===== src/rtl/scg_pkg.sv =====
package scg_pkg;
  localparam int KEY_BITS = 64;
  localparam int BANK_BITS = 64;
  localparam logic [KEY_BITS-1:0] KEY_VALUE = 64'h5CA3_3AC5_5CA3_3AC5;
  localparam int RSTEN_BIT = 36;
  localparam int CNT_W = $clog2(KEY_BITS) + 1;
  localparam int POS_W = $clog2(BANK_BITS) + 1;

  typedef struct packed {
    logic a0;
    logic a2;
    logic wr_bus;
    logic d_bus;
  } acc_t;
endpackage


===== src/rtl/scg_reset_sync.sv =====
module scg_reset_sync #(
  parameter int STAGES = 2
) (
  input  logic clk,
  input  logic rst_n,
  output logic rst_sync_n
);
  logic [STAGES-1:0] chain_q;

  always_ff @(posedge clk or negedge rst_n) begin
    if (!rst_n) chain_q <= '0;
    else        chain_q <= {chain_q[STAGES-2:0], 1'b1};
  end

  assign rst_sync_n = chain_q[STAGES-1];
endmodule


===== src/rtl/scg_access_detect.sv =====
module scg_access_detect
  import scg_pkg::*;
(
  input  logic clk,
  input  logic rst_n,
  input  logic ce_n,
  input  logic oe_n,
  input  logic we_n,
  input  logic a0,
  input  logic a2,
  input  logic d0_in,
  output logic active,
  output logic strobe,
  output acc_t acc
);
  logic act_q, act_d;

  assign active = ~ce_n & (~oe_n | ~we_n);
  assign strobe = active & ~act_q;
  assign act_d  = active;

  assign acc.a0     = a0;
  assign acc.a2     = a2;
  assign acc.wr_bus = ~we_n;
  assign acc.d_bus  = d0_in;

  always_ff @(posedge clk or negedge rst_n) begin
    if (!rst_n) act_q <= 1'b0;
    else        act_q <= act_d;
  end

  // One strobe per access, never on consecutive clocks.
  p_one_strobe_r2: assert property (@(posedge clk) disable iff (!rst_n)
    strobe |=> !strobe);
endmodule


===== src/rtl/scg_key_matcher.sv =====
module scg_key_matcher
  import scg_pkg::*;
(
  input  logic clk,
  input  logic rst_n,
  input  logic strobe,
  input  logic step_a0,
  input  logic step_a2,
  input  logic step_wr,
  input  logic window_open,
  input  logic rst_pin_n,
  input  logic rsten,
  output logic unlock
);
  localparam int IDX_W = $clog2(KEY_BITS);
  localparam logic [CNT_W-1:0] LAST = CNT_W'(KEY_BITS - 1);

  logic [CNT_W-1:0] cnt_q, cnt_d;
  logic             bit_ok;

  assign bit_ok = (step_a0 == KEY_VALUE[cnt_q[IDX_W-1:0]]);

  always_comb begin
    cnt_d  = cnt_q;
    unlock = 1'b0;
    if (!rst_pin_n && !rsten) begin
      cnt_d = '0;
    end else if (strobe && !window_open) begin
      if (step_a2 || step_wr) begin
        cnt_d = '0;
      end else if (bit_ok) begin
        if (cnt_q == LAST) begin
          cnt_d  = '0;
          unlock = 1'b1;
        end else begin
          cnt_d = cnt_q + 1'b1;
        end
      end else begin
        cnt_d = (step_a0 == KEY_VALUE[0]) ? CNT_W'(1) : '0;
      end
    end
  end

  always_ff @(posedge clk or negedge rst_n) begin
    if (!rst_n) cnt_q <= '0;
    else        cnt_q <= cnt_d;
  end

  p_cnt_range_r2: assert property (@(posedge clk) disable iff (!rst_n)
    cnt_q <= LAST);
  p_abort_r8: assert property (@(posedge clk) disable iff (!rst_n)
    (strobe && !window_open && step_a2) |=> (cnt_q == '0));
  p_rstpin_r9: assert property (@(posedge clk) disable iff (!rst_n)
    (!rst_pin_n && !rsten) |=> (cnt_q == '0));
  p_unlock_idle_r3: assert property (@(posedge clk) disable iff (!rst_n)
    window_open |-> !unlock);
endmodule


===== src/rtl/scg_clock_window.sv =====
module scg_clock_window
  import scg_pkg::*;
(
  input  logic clk,
  input  logic rst_n,
  input  logic strobe,
  input  logic active,
  input  acc_t acc,
  input  logic unlock,
  output logic window_open,
  output logic rsten,
  output logic rom_oe_n,
  output logic d0_out,
  output logic d0_oe
);
  localparam int IDX_W = $clog2(BANK_BITS);
  localparam logic [POS_W-1:0] LAST = POS_W'(BANK_BITS - 1);

  logic                 win_q, win_d;
  logic [POS_W-1:0]     pos_q, pos_d;
  logic                 drv_q, drv_d;
  logic                 dat_q, dat_d;
  logic                 rom_q, rom_d;
  logic [BANK_BITS-1:0] bank_q;
  logic                 wr_cyc, wdata, wr_en;

  assign wr_cyc = acc.a2 | acc.wr_bus;
  assign wdata  = acc.wr_bus ? acc.d_bus : acc.a0;
  assign wr_en  = strobe & win_q & wr_cyc;

  always_comb begin
    win_d = win_q;
    pos_d = pos_q;
    if (unlock) begin
      win_d = 1'b1;
      pos_d = '0;
    end else if (strobe && win_q) begin
      if (pos_q == LAST) begin
        win_d = 1'b0;
        pos_d = '0;
      end else begin
        pos_d = pos_q + 1'b1;
      end
    end
  end

  always_comb begin
    drv_d = drv_q;
    dat_d = dat_q;
    rom_d = rom_q;
    if (strobe) begin
      drv_d = win_q & ~wr_cyc;
      dat_d = bank_q[pos_q[IDX_W-1:0]];
      rom_d = ~win_q;
    end else if (!active) begin
      drv_d = 1'b0;
      rom_d = 1'b0;
    end
  end

  always_ff @(posedge clk or negedge rst_n) begin
    if (!rst_n) begin
      win_q <= 1'b0;
      pos_q <= '0;
      drv_q <= 1'b0;
      dat_q <= 1'b0;
      rom_q <= 1'b0;
    end else begin
      win_q <= win_d;
      pos_q <= pos_d;
      drv_q <= drv_d;
      dat_q <= dat_d;
      rom_q <= rom_d;
    end
  end

  for (genvar i = 0; i < BANK_BITS; i++) begin : g_bank
    logic hit;
    assign hit = wr_en && (pos_q[IDX_W-1:0] == IDX_W'(i));
    always_ff @(posedge clk or negedge rst_n) begin
      if (!rst_n)   bank_q[i] <= 1'b0;
      else if (hit) bank_q[i] <= wdata;
    end
  end

  assign window_open = win_q;
  assign rsten       = bank_q[RSTEN_BIT];
  assign rom_oe_n    = ~rom_q;
  assign d0_out      = dat_q;
  assign d0_oe       = drv_q;

  p_excl_r4: assert property (@(posedge clk) disable iff (!rst_n)
    drv_q |-> !rom_q);
  p_rom_locked_r4: assert property (@(posedge clk) disable iff (!rst_n)
    $rose(rom_q) |-> $past(!win_q));
  p_relock_r6: assert property (@(posedge clk) disable iff (!rst_n)
    (win_q && strobe && pos_q == LAST) |=> !win_q);
  p_drive_window_r10: assert property (@(posedge clk) disable iff (!rst_n)
    $rose(drv_q) |-> $past(win_q));
  p_bank_hold_r3: assert property (@(posedge clk) disable iff (!rst_n)
    !win_q |=> $stable(bank_q));
endmodule


===== src/rtl/serial_clock_gate.sv =====
module serial_clock_gate
  import scg_pkg::*;
(
  input  logic clk,
  input  logic rst_n,
  input  logic ce_n,
  input  logic oe_n,
  input  logic we_n,
  input  logic a0,
  input  logic a2,
  input  logic d0_in,
  input  logic rst_pin_n,
  output logic rom_oe_n,
  output logic d0_out,
  output logic d0_oe
);
  logic rst_s_n, active, strobe, unlock, window_open, rsten;
  acc_t acc;

  scg_reset_sync #(.STAGES(2)) u_rst (
    .clk(clk), .rst_n(rst_n), .rst_sync_n(rst_s_n)
  );

  scg_access_detect u_det (
    .clk(clk), .rst_n(rst_s_n), .ce_n(ce_n), .oe_n(oe_n), .we_n(we_n),
    .a0(a0), .a2(a2), .d0_in(d0_in), .active(active), .strobe(strobe),
    .acc(acc)
  );

  scg_key_matcher u_key (
    .clk(clk), .rst_n(rst_s_n), .strobe(strobe), .step_a0(acc.a0),
    .step_a2(acc.a2), .step_wr(acc.wr_bus), .window_open(window_open),
    .rst_pin_n(rst_pin_n), .rsten(rsten), .unlock(unlock)
  );

  scg_clock_window u_win (
    .clk(clk), .rst_n(rst_s_n), .strobe(strobe), .active(active),
    .acc(acc), .unlock(unlock), .window_open(window_open), .rsten(rsten),
    .rom_oe_n(rom_oe_n), .d0_out(d0_out), .d0_oe(d0_oe)
  );
endmodule


===== config.mk =====
export PLATFORM = sky130hd
export DESIGN_NAME = serial_clock_gate
export DESIGN_NICKNAME = d
export VERILOG_FILES = /design/src/rtl/scg_pkg.sv /design/src/rtl/scg_reset_sync.sv /design/src/rtl/scg_access_detect.sv /design/src/rtl/scg_key_matcher.sv /design/src/rtl/scg_clock_window.sv /design/src/rtl/serial_clock_gate.sv
export SDC_FILE = /design/constraint.sdc
export NUM_CORES = 1
export LEC_CHECK = 0
export BUFFER_PORTS_ARGS = -buffer_cell sky130_fd_sc_hd__buf_2
export CAP_MARGIN = 15
export CORE_UTILIZATION = 40
export DETAILED_ROUTE_END_ITERATION = 7
export PLACE_DENSITY = 0.66
export SLEW_MARGIN = 20
export SYNTH_ARGS = -nofsm -noshare
export SYNTH_HDL_FRONTEND = slang
export SYNTH_SLANG_ARGS = --single-unit
export TNS_END_PERCENT = 1

===== constraint.sdc =====
create_clock -name clk -period 8.1 [get_ports clk]
set_input_delay 0.81 -clock clk [delete_from_list [all_inputs] [get_ports clk]]
set_output_delay 0.81 -clock clk [all_outputs]
set_load 0.01 [all_outputs]

==> results.tsv, run 1 <==
metric	value	unit
router iterations before antenna repair	5	
CTS tree	built	
Hold-fix buffers, CTS	0	
worst min path class	in -> async	
fin area	4730	µm²
via count	3272	
nets	428	
Worst setup EP type	register	
CTS sink cnt	85	
Chip Height	107	µm
area leader, netlist	dfrtp_1	
endpoints failing setup	0	
Root Driver	clkbuf_8	
min Tclk post-route	2.55	ns
largest net degree at the start of global routing	84	
CP arrival	2.77	ns
Starting Density	0.418	
Rows	37	
Max Cap Viol	0	
Initial DRC Count	312	
ANT cells	0	
share of cells above drive strength 1	0.131	
R2R Path Start	u_win.pos_q[1]$_DFFE_PN0P_	
Worst-Margin Slew	0.899	ns
status	finished clean	
CP required	8.33	ns
Top FF cell, synth	dfrtp_1	
initial antenna violation count	0	
Post-Syn Area	4370	µm²
Core Box Area	10500	µm²
EDFF count, synth	0	
cts repair resizes	0	
drc violations	0	
worst hold slack	0.219	ns
cts bufs inserted	9	
slew margin rel.	0.400	
clock skew	0.0135	ns
CP startpoint kind	register	
Die Wd	107	µm
Synth top area share	0.486	
sequential area share after synthesis	0.486	
Post-DP HPWL	6330	µm
routed wire length	9850	µm
WL/cell	17.7	µm
crit path from	u_win.pos_q[1]$_DFFE_PN0P_	
Yosys cell types	48	
clock latency on the worst-skew pair	0.35	ns
Critical path buffers and inverters	1	
post-CTS setup buffers	0	
power per cell area	164	nW/µm²
Crit Path Category	reg -> reg	
top-count cell post-synth	dfrtp_1	
critical path's largest stage delay	0.55	ns
Clk pin slew, worst setup/hold paths	0.09	ns
Synth Net Count	435	
Synth area leaders	dfrtp_1 49%, o31ai_1 10%, o21ai_0 7.9%, mux4_2 6.2%, nand2_1 2.5%	
Die ar.	11400	µm²
Via density	5.90	
Slowest-stage cell, CP	o31ai_1	
total track usage	0.187	
f_max	393	MHz
Syn Inst Count	421	
Seq cells post-synth	85	
Bufs on Longest Clock Path	2	
unrepaired setup endpoints after global routing	false	
Syn-to-layout area delta	8.15	%
period utilization	0.314	
crit path cell chain	buf_4 -> ha_1 -> nand3_1 -> o31ai_1 -> o21ai_0 -> nand2_1 -> o21ai_0	
TNS Setup	0	ns
Fillers	1001	
Mapped Avg Cell Area	10.4	µm²
most frequent CP cell	o21ai_0	
asr flop ratio synth	1.00	
number of routed nets with antenna violations	0	
cell family with most CP delay	compound AO/OA/AOI/OAI gates	
synth warn	0	
crit path max fanout	23	
H-Tree Depth	3	
Placed Area	4490	µm²
IO Count	12	
final max-slew violation count	0	
most instantiated cells after synthesis	85 x dfrtp_1, 69 x o21ai_0, 58 x o31ai_1	
number of global-route vias before repair	3095	
Fin. Hold Viols	0	
Port Buf Inserts	11	
routability congestion estimate	0.839	
global-route wire length before repair	16400	µm
GR Overflow Total	0	
Leak	1.99	nW
Peak VDD IR	91.0	µV
==> kinds of logic (layout without fill, tap and decap cells) <==
logic type	Yosys count	after routing	share of synthesized area
xor gates and xnor gates	6	6	0.0152
adders and majority gates	6	6	0.0166
other	1	1	0.000858
and+or+nand+nor	97	97	0.107
AOI/OAI and AO/OA	157	157	0.230
buffers and inverters	39	37	0.0381
DFF	85	85	0.486
muxes	30	30	0.106
==> worst reg2reg max path, stage by stage, from the launching register on <==
cell	delay (ns)
dfrtp_1	0.43
buf_4	0.35
ha_1	0.36
nand3_1	0.39
o31ai_1	0.55
o21ai_0	0.18
nand2_1	0.09
o21ai_0	0.07
==> area by class of cell <==
| type | count | area (µm²) | share of cell area |
|---|---|---|---|
| flip-flops and latches | 85 | 2130 | 0.451 |
| multi-input cells | 297 | 2090 | 0.442 |
| well taps | 136 | 170 | 0.0360 |
| clock buffers | 10 | 138 | 0.0291 |
| repair buffers | 15 | 105 | 0.0222 |
| clock inverters | 6 | 71.3 | 0.0151 |
| inverters | 6 | 22.5 | 0.00476 |
==> per-stage QoR <==
| step | setup slack (ns) | utilization | std cells | total power, W |
|---|---|---|---|---|
| floorplan | 5.56 | - | 421 | 0.000457 |
| global placement | 5.42 | 0.429 | 538 | 0.000468 |
| detailed placement | 5.33 | 0.429 | 538 | 0.000469 |
| CTS | 5.59 | 0.449 | 554 | 0.000782 |
| global route | 5.31 | 0.452 | 555 | 0.000804 |
| finish | 5.55 | 0.452 | 555 | 0.000775 |
==> power by group <==
| group | switching, W | leakage, nW | total (W) | internal (W) |
|---|---|---|---|---|
| Clock | 0.000160 | 0.104 | 0.000313 | 0.000154 |
| Sequential | 0.00000400 | 1.17 | 0.000430 | 0.000426 |
| Combinational | 0.0000224 | 0.711 | 0.0000317 | 0.00000926 |
| Total | 0.000186 | 1.99 | 0.000775 | 0.000589 |
==> placed cells by master (no fill, tap or decap), types with 3 or more instances in the layout <==
cell,n
nor3_1,11
and3_1,3
dfrtp_1,84
mux2_2,9
o22ai_1,4
buf_2,11
nor2_1,20
a31oi_1,3
nand3_1,10
o21ai_0,69
nor2b_1,9
mux2i_1,8
buf_4,3
nand3b_1,3
nand2_1,29
xor2_1,5
a21oi_1,6
nand4_1,5
o31ai_1,58
inv_1,6
ha_1,5
clkbuf_8,10
mux4_2,12
==> state kept, by name, summed over array words and instances (netlist names), 2 cells and up <==
register,flops
u_key.cnt_q,7
u_win.bank_q,63
u_rst.chain_q,2
u_win.pos_q,7
==> layer usage <==
layer  part of all wire  track usage  vias up
met5                  0            0        -
met4              0.014       0.0577        0
li1                   -            -     1575
met2               0.45        0.283       73
met3              0.038       0.0429       10
met1               0.50        0.266     1614
==> path summary, 6_finish.rpt <==
path	endpoint	slack, ns	cells after the start
max reg2reg	u_win.pos_q[3]$_DFFE_PN0P_	5.55	7
max in group asynchronous	u_win.bank_q[61]$_DFFE_PN0P_	7.24	1
min	u_rst.chain_q[1]$_DFF_PN0_	0.22	1
min reg2reg	u_win.bank_q[53]$_DFFE_PN0P_	0.25	0
max	u_win.pos_q[3]$_DFFE_PN0P_	5.55	7
min in group clk	u_rst.chain_q[1]$_DFF_PN0_	0.36	0
Note: power is estimated with default switching activity, not from simulation.
==> inputs of run 2 (changes only) <==
--- a/config.mk
+++ b/config.mk
@@ -5,6 +5,7 @@
 export SDC_FILE = /design/constraint.sdc
 export NUM_CORES = 1
 export LEC_CHECK = 0
+export ABC_AREA = 1
 export BUFFER_PORTS_ARGS = -buffer_cell sky130_fd_sc_hd__buf_2
 export CAP_MARGIN = 15
 export CORE_UTILIZATION = 40
==> constraint.sdc (replaced) <==
create_clock -name clk -period 2.6 [get_ports clk]
set_input_delay 0.26 -clock clk [delete_from_list [all_inputs] [get_ports clk]]
set_output_delay 0.26 -clock clk [all_outputs]
set_load 0.01 [all_outputs]
==> run 2 against run 1 <==
Net effect:
- count of clock-buffer cells in the layout grew 2
- fmax up 20%
- area after synthesis grew 7.8%
- die area increased by 7.6%
- clock skew fell by 0.0034 ns
- final cell count is 43% higher
- critical path type unchanged
- critical endpoint is now u_win.rsten$_DFFE_PN0P_
- largest cell class is now multi-input gates
==> results.tsv, run 2 <==
metric	value	unit
Die Wd	111	µm
unrepaired setup endpoints after global routing	false	
routed wire length	11300	µm
Via density	5.10	
router iterations before antenna repair	5	
initial antenna violation count	0	
Pint	0.00221	W
synth warn	0	
crit path max fanout	15	
R2R setup slack	0.49	ns
Slowest-stage cell, CP	dfrtp_1	
Final Total Pwr	0.00280	W
critical path's largest stage delay	0.50	ns
slew margin rel.	0.599	
Chip Height	111	µm
crit path cell chain	inv_1 -> ha_1 -> inv_1 -> nor2_1 -> nand2_1 -> o21ai_0 -> o31ai_1	
IO Count	12	
Synth area leaders	dfrtp_1 45%, nand2_1 17%, inv_1 6.5%, nand3_1 5.4%, o21ai_0 5.1%	
Post-DP HPWL	7890	µm
Fin. Hold Viols	0	
Yosys cell types	34	
R2R Path Start	u_win.pos_q[1]$_DFFE_PN0P_	
Synth Net Count	651	
GR Overflow Total	0	
endpoints failing setup	0	
Top FF cell, synth	dfrtp_1	
Psw	0.000589	W
routability congestion estimate	0.884	
Root Driver	clkbuf_16	
WHS Endpoint	u_det.act_q$_DFF_PN0_	
Starting Density	0.411	
Syn-to-layout area delta	11.7	%
largest net degree at the start of global routing	65	
Largest Register	u_win.bank_q	
period utilization	0.813	
area leader, netlist	dfrtp_1	
sequential area share after synthesis	0.451	
Mapped Avg Cell Area	7.40	µm²
Flop pwr share	0.478	
number of global-route vias before repair	4103	
WL/cell	14.3	µm
H-Tree Depth	3	
EDFF count, synth	0	
most common cell after layout, fill and taps aside	nand2_1	
total track usage	0.199	
via count	4062	
Max Cap Viol	0	
most frequent cells in the layout	215 x nand2_1, 84 x dfrtp_1, 81 x inv_1, 51 x nand3_1, 50 x nor2_1	
Bufs on Longest Clock Path	2	
f_max	473	MHz
status	finished clean	
Port Buf Inserts	11	
CP arrival	2.32	ns
hold path cells	2	
Worst-Margin Slew	0.602	ns
CTS tree	built	
drc violations	0	
post-route setup slack	0.485	ns
Worst setup EP type	register	
biggest regs	u_win.bank_q (63), u_key.cnt_q (7), u_win.pos_q (7)	
cts bufs inserted	9	
clock skew	0.0101	ns
top-count cell post-synth	nand2_1	
CP startpoint kind	register	
nets	662	
cell family with most CP delay	buffers and inverters	
Synth top area share	0.451	
clock latency on the worst-skew pair	0.34	ns
Die ar.	12200	µm²
Peak VDD IR	338	µV
asr flop ratio synth	1.00	
CTS sink cnt	85	
clock share of power	0.493	
global-route wire length before repair	19500	µm
Initial DRC Count	257	
max FFs per register	63	
share of cells above drive strength 1	0.0873	
ANT cells	0	
number of routed nets with antenna violations	0	
most frequent CP cell	inv_1	
Worst R2R Path Depth	7	
hold path start	ce_n	
Net Sw Frac	0.210	
Clk pin slew, worst setup/hold paths	0.06	ns
Leak	2.59	nW
Rows	39	
Core Box Area	11500	µm²
Seq cells post-synth	85	
Logic pwr share	0.029	
Post-Syn Area	4710	µm²
worst min path class	in -> reg	
Crit Path Category	reg -> reg	
Syn Inst Count	637	
FF-to-FF End	u_win.rsten$_DFFE_PN0P_	
TNS Setup	0	ns
final max-slew violation count	0	
Critical path buffers and inverters	2	
fin util	0.459	
power per cell area	532	nW/µm²
DP Worst Slack	0.552	ns
most instantiated cells after synthesis	215 x nand2_1, 85 x dfrtp_1, 81 x inv_1	
CP required	2.80	ns
min Tclk post-route	2.11	ns
-- run 2: changes by cell type after synthesis, moves of 10 or more --
| cell | previous run | this run |
|---|---|---|
| o31ai_1 | 58 | 2 |
| o21ai_0 | 69 | 48 |
| inv_1 | 6 | 81 |
| clkbuf_1 | 22 | 10 |
| mux4_2 | 12 | 0 |
| nor3_1 | 11 | 1 |
| nor2_1 | 20 | 50 |
| nand2_1 | 29 | 215 |
| nand3_1 | 10 | 51 |
| o21ai_1 | 0 | 22 |
-- run 2: kinds of logic (layout without fill, tap and decap cells) --
family                     count (synthesis)  in the layout  synth area share
xor gates and xnor gates                   3              3           0.00558
buffers and inverters                    102            118            0.0852
other                                      1              1          0.000796
muxes                                     14             14            0.0297
DFF                                       85             85             0.451
adders and majority gates                  5              5            0.0133
AOI/OAI and AO/OA                         86             86            0.0985
and+or+nand+nor                          341            341             0.316
-- run 2: final cells by class --
class	instances	area [µm²]
fillers	1139	6200
multi-input cells	450	2200
flip-flops and latches	85	2130
inverters	83	312
clock buffers	12	246
well taps	143	179
repair buffers	19	130
clock inverters	4	72.6
-- run 2: layer usage --
metal	routed length, µm	track usage
met5	0	0
met4	238	0.0907
met3	660	0.0483
met2	5250	0.315
met1	5200	0.259
-- run 2: how the worst max path moves through the flow --
| stage | cells after the start | slack [ns] | endpoint | start |
|---|---|---|---|---|
| after floorplan | 0 | 0.06 | u_det.act_q$_DFF_PN0_ | u_rst.chain_q[1]$_DFF_PN0_ |
| after global placement | 6 | 0.61 | u_win.bank_q[1]$_DFFE_PN0P_ | u_win.pos_q[1]$_DFFE_PN0P_ |
| after detailed placement | 7 | 0.55 | u_win.rsten$_DFFE_PN0P_ | u_win.pos_q[1]$_DFFE_PN0P_ |
| after CTS | 7 | 0.54 | u_win.rsten$_DFFE_PN0P_ | u_win.pos_q[1]$_DFFE_PN0P_ |
| after global routing | 7 | 0.34 | u_win.bank_q[21]$_DFFE_PN0P_ | u_win.pos_q[1]$_DFFE_PN0P_ |
| final | 7 | 0.49 | u_win.rsten$_DFFE_PN0P_ | u_win.pos_q[1]$_DFFE_PN0P_ |
-- run 2: worst register-to-register path, cell delays in order, from the launching register on --
cell and delay [ns]:
dfrtp_1 0.50, inv_1 0.45, ha_1 0.25, inv_1 0.08, nor2_1 0.29, nand2_1 0.12
o21ai_0 0.19, o31ai_1 0.10
-- run 2: power groups by stage --
stage | logic, W | clock network (W) | registers [W]
2_1_floorplan | 0.0000406 | 0 | 0.00137
3_3_place_gp | 0.0000822 | 0 | 0.00136
3_5_place_dp | 0.0000830 | 0 | 0.00137
4_1_cts | 0.0000839 | 0.00142 | 0.00134
5_1_grt | 0.0000929 | 0.00146 | 0.00134
6_report | 0.0000821 | 0.00138 | 0.00134
-- run 2: what timing repair did --
item                                    CTS  global route
resized for setup                         0             0
hold buffers                              1             0
endpoints found under the hold margin     2             0
endpoints found under the setup margin    0             0
setup buffers                             0             0
-- run 2: through the flow --
stage | hold WS [ns] | instances | instance area (µm²)
2_1_floorplan | -0.0356 | 637 | 4710
3_3_place_gp | 0.0456 | 779 | 4940
3_5_place_dp | 0.0464 | 779 | 4940
4_1_cts | 0.0935 | 796 | 5270
5_1_grt | 0.101 | 796 | 5270
6_report | 0.104 | 796 | 5270
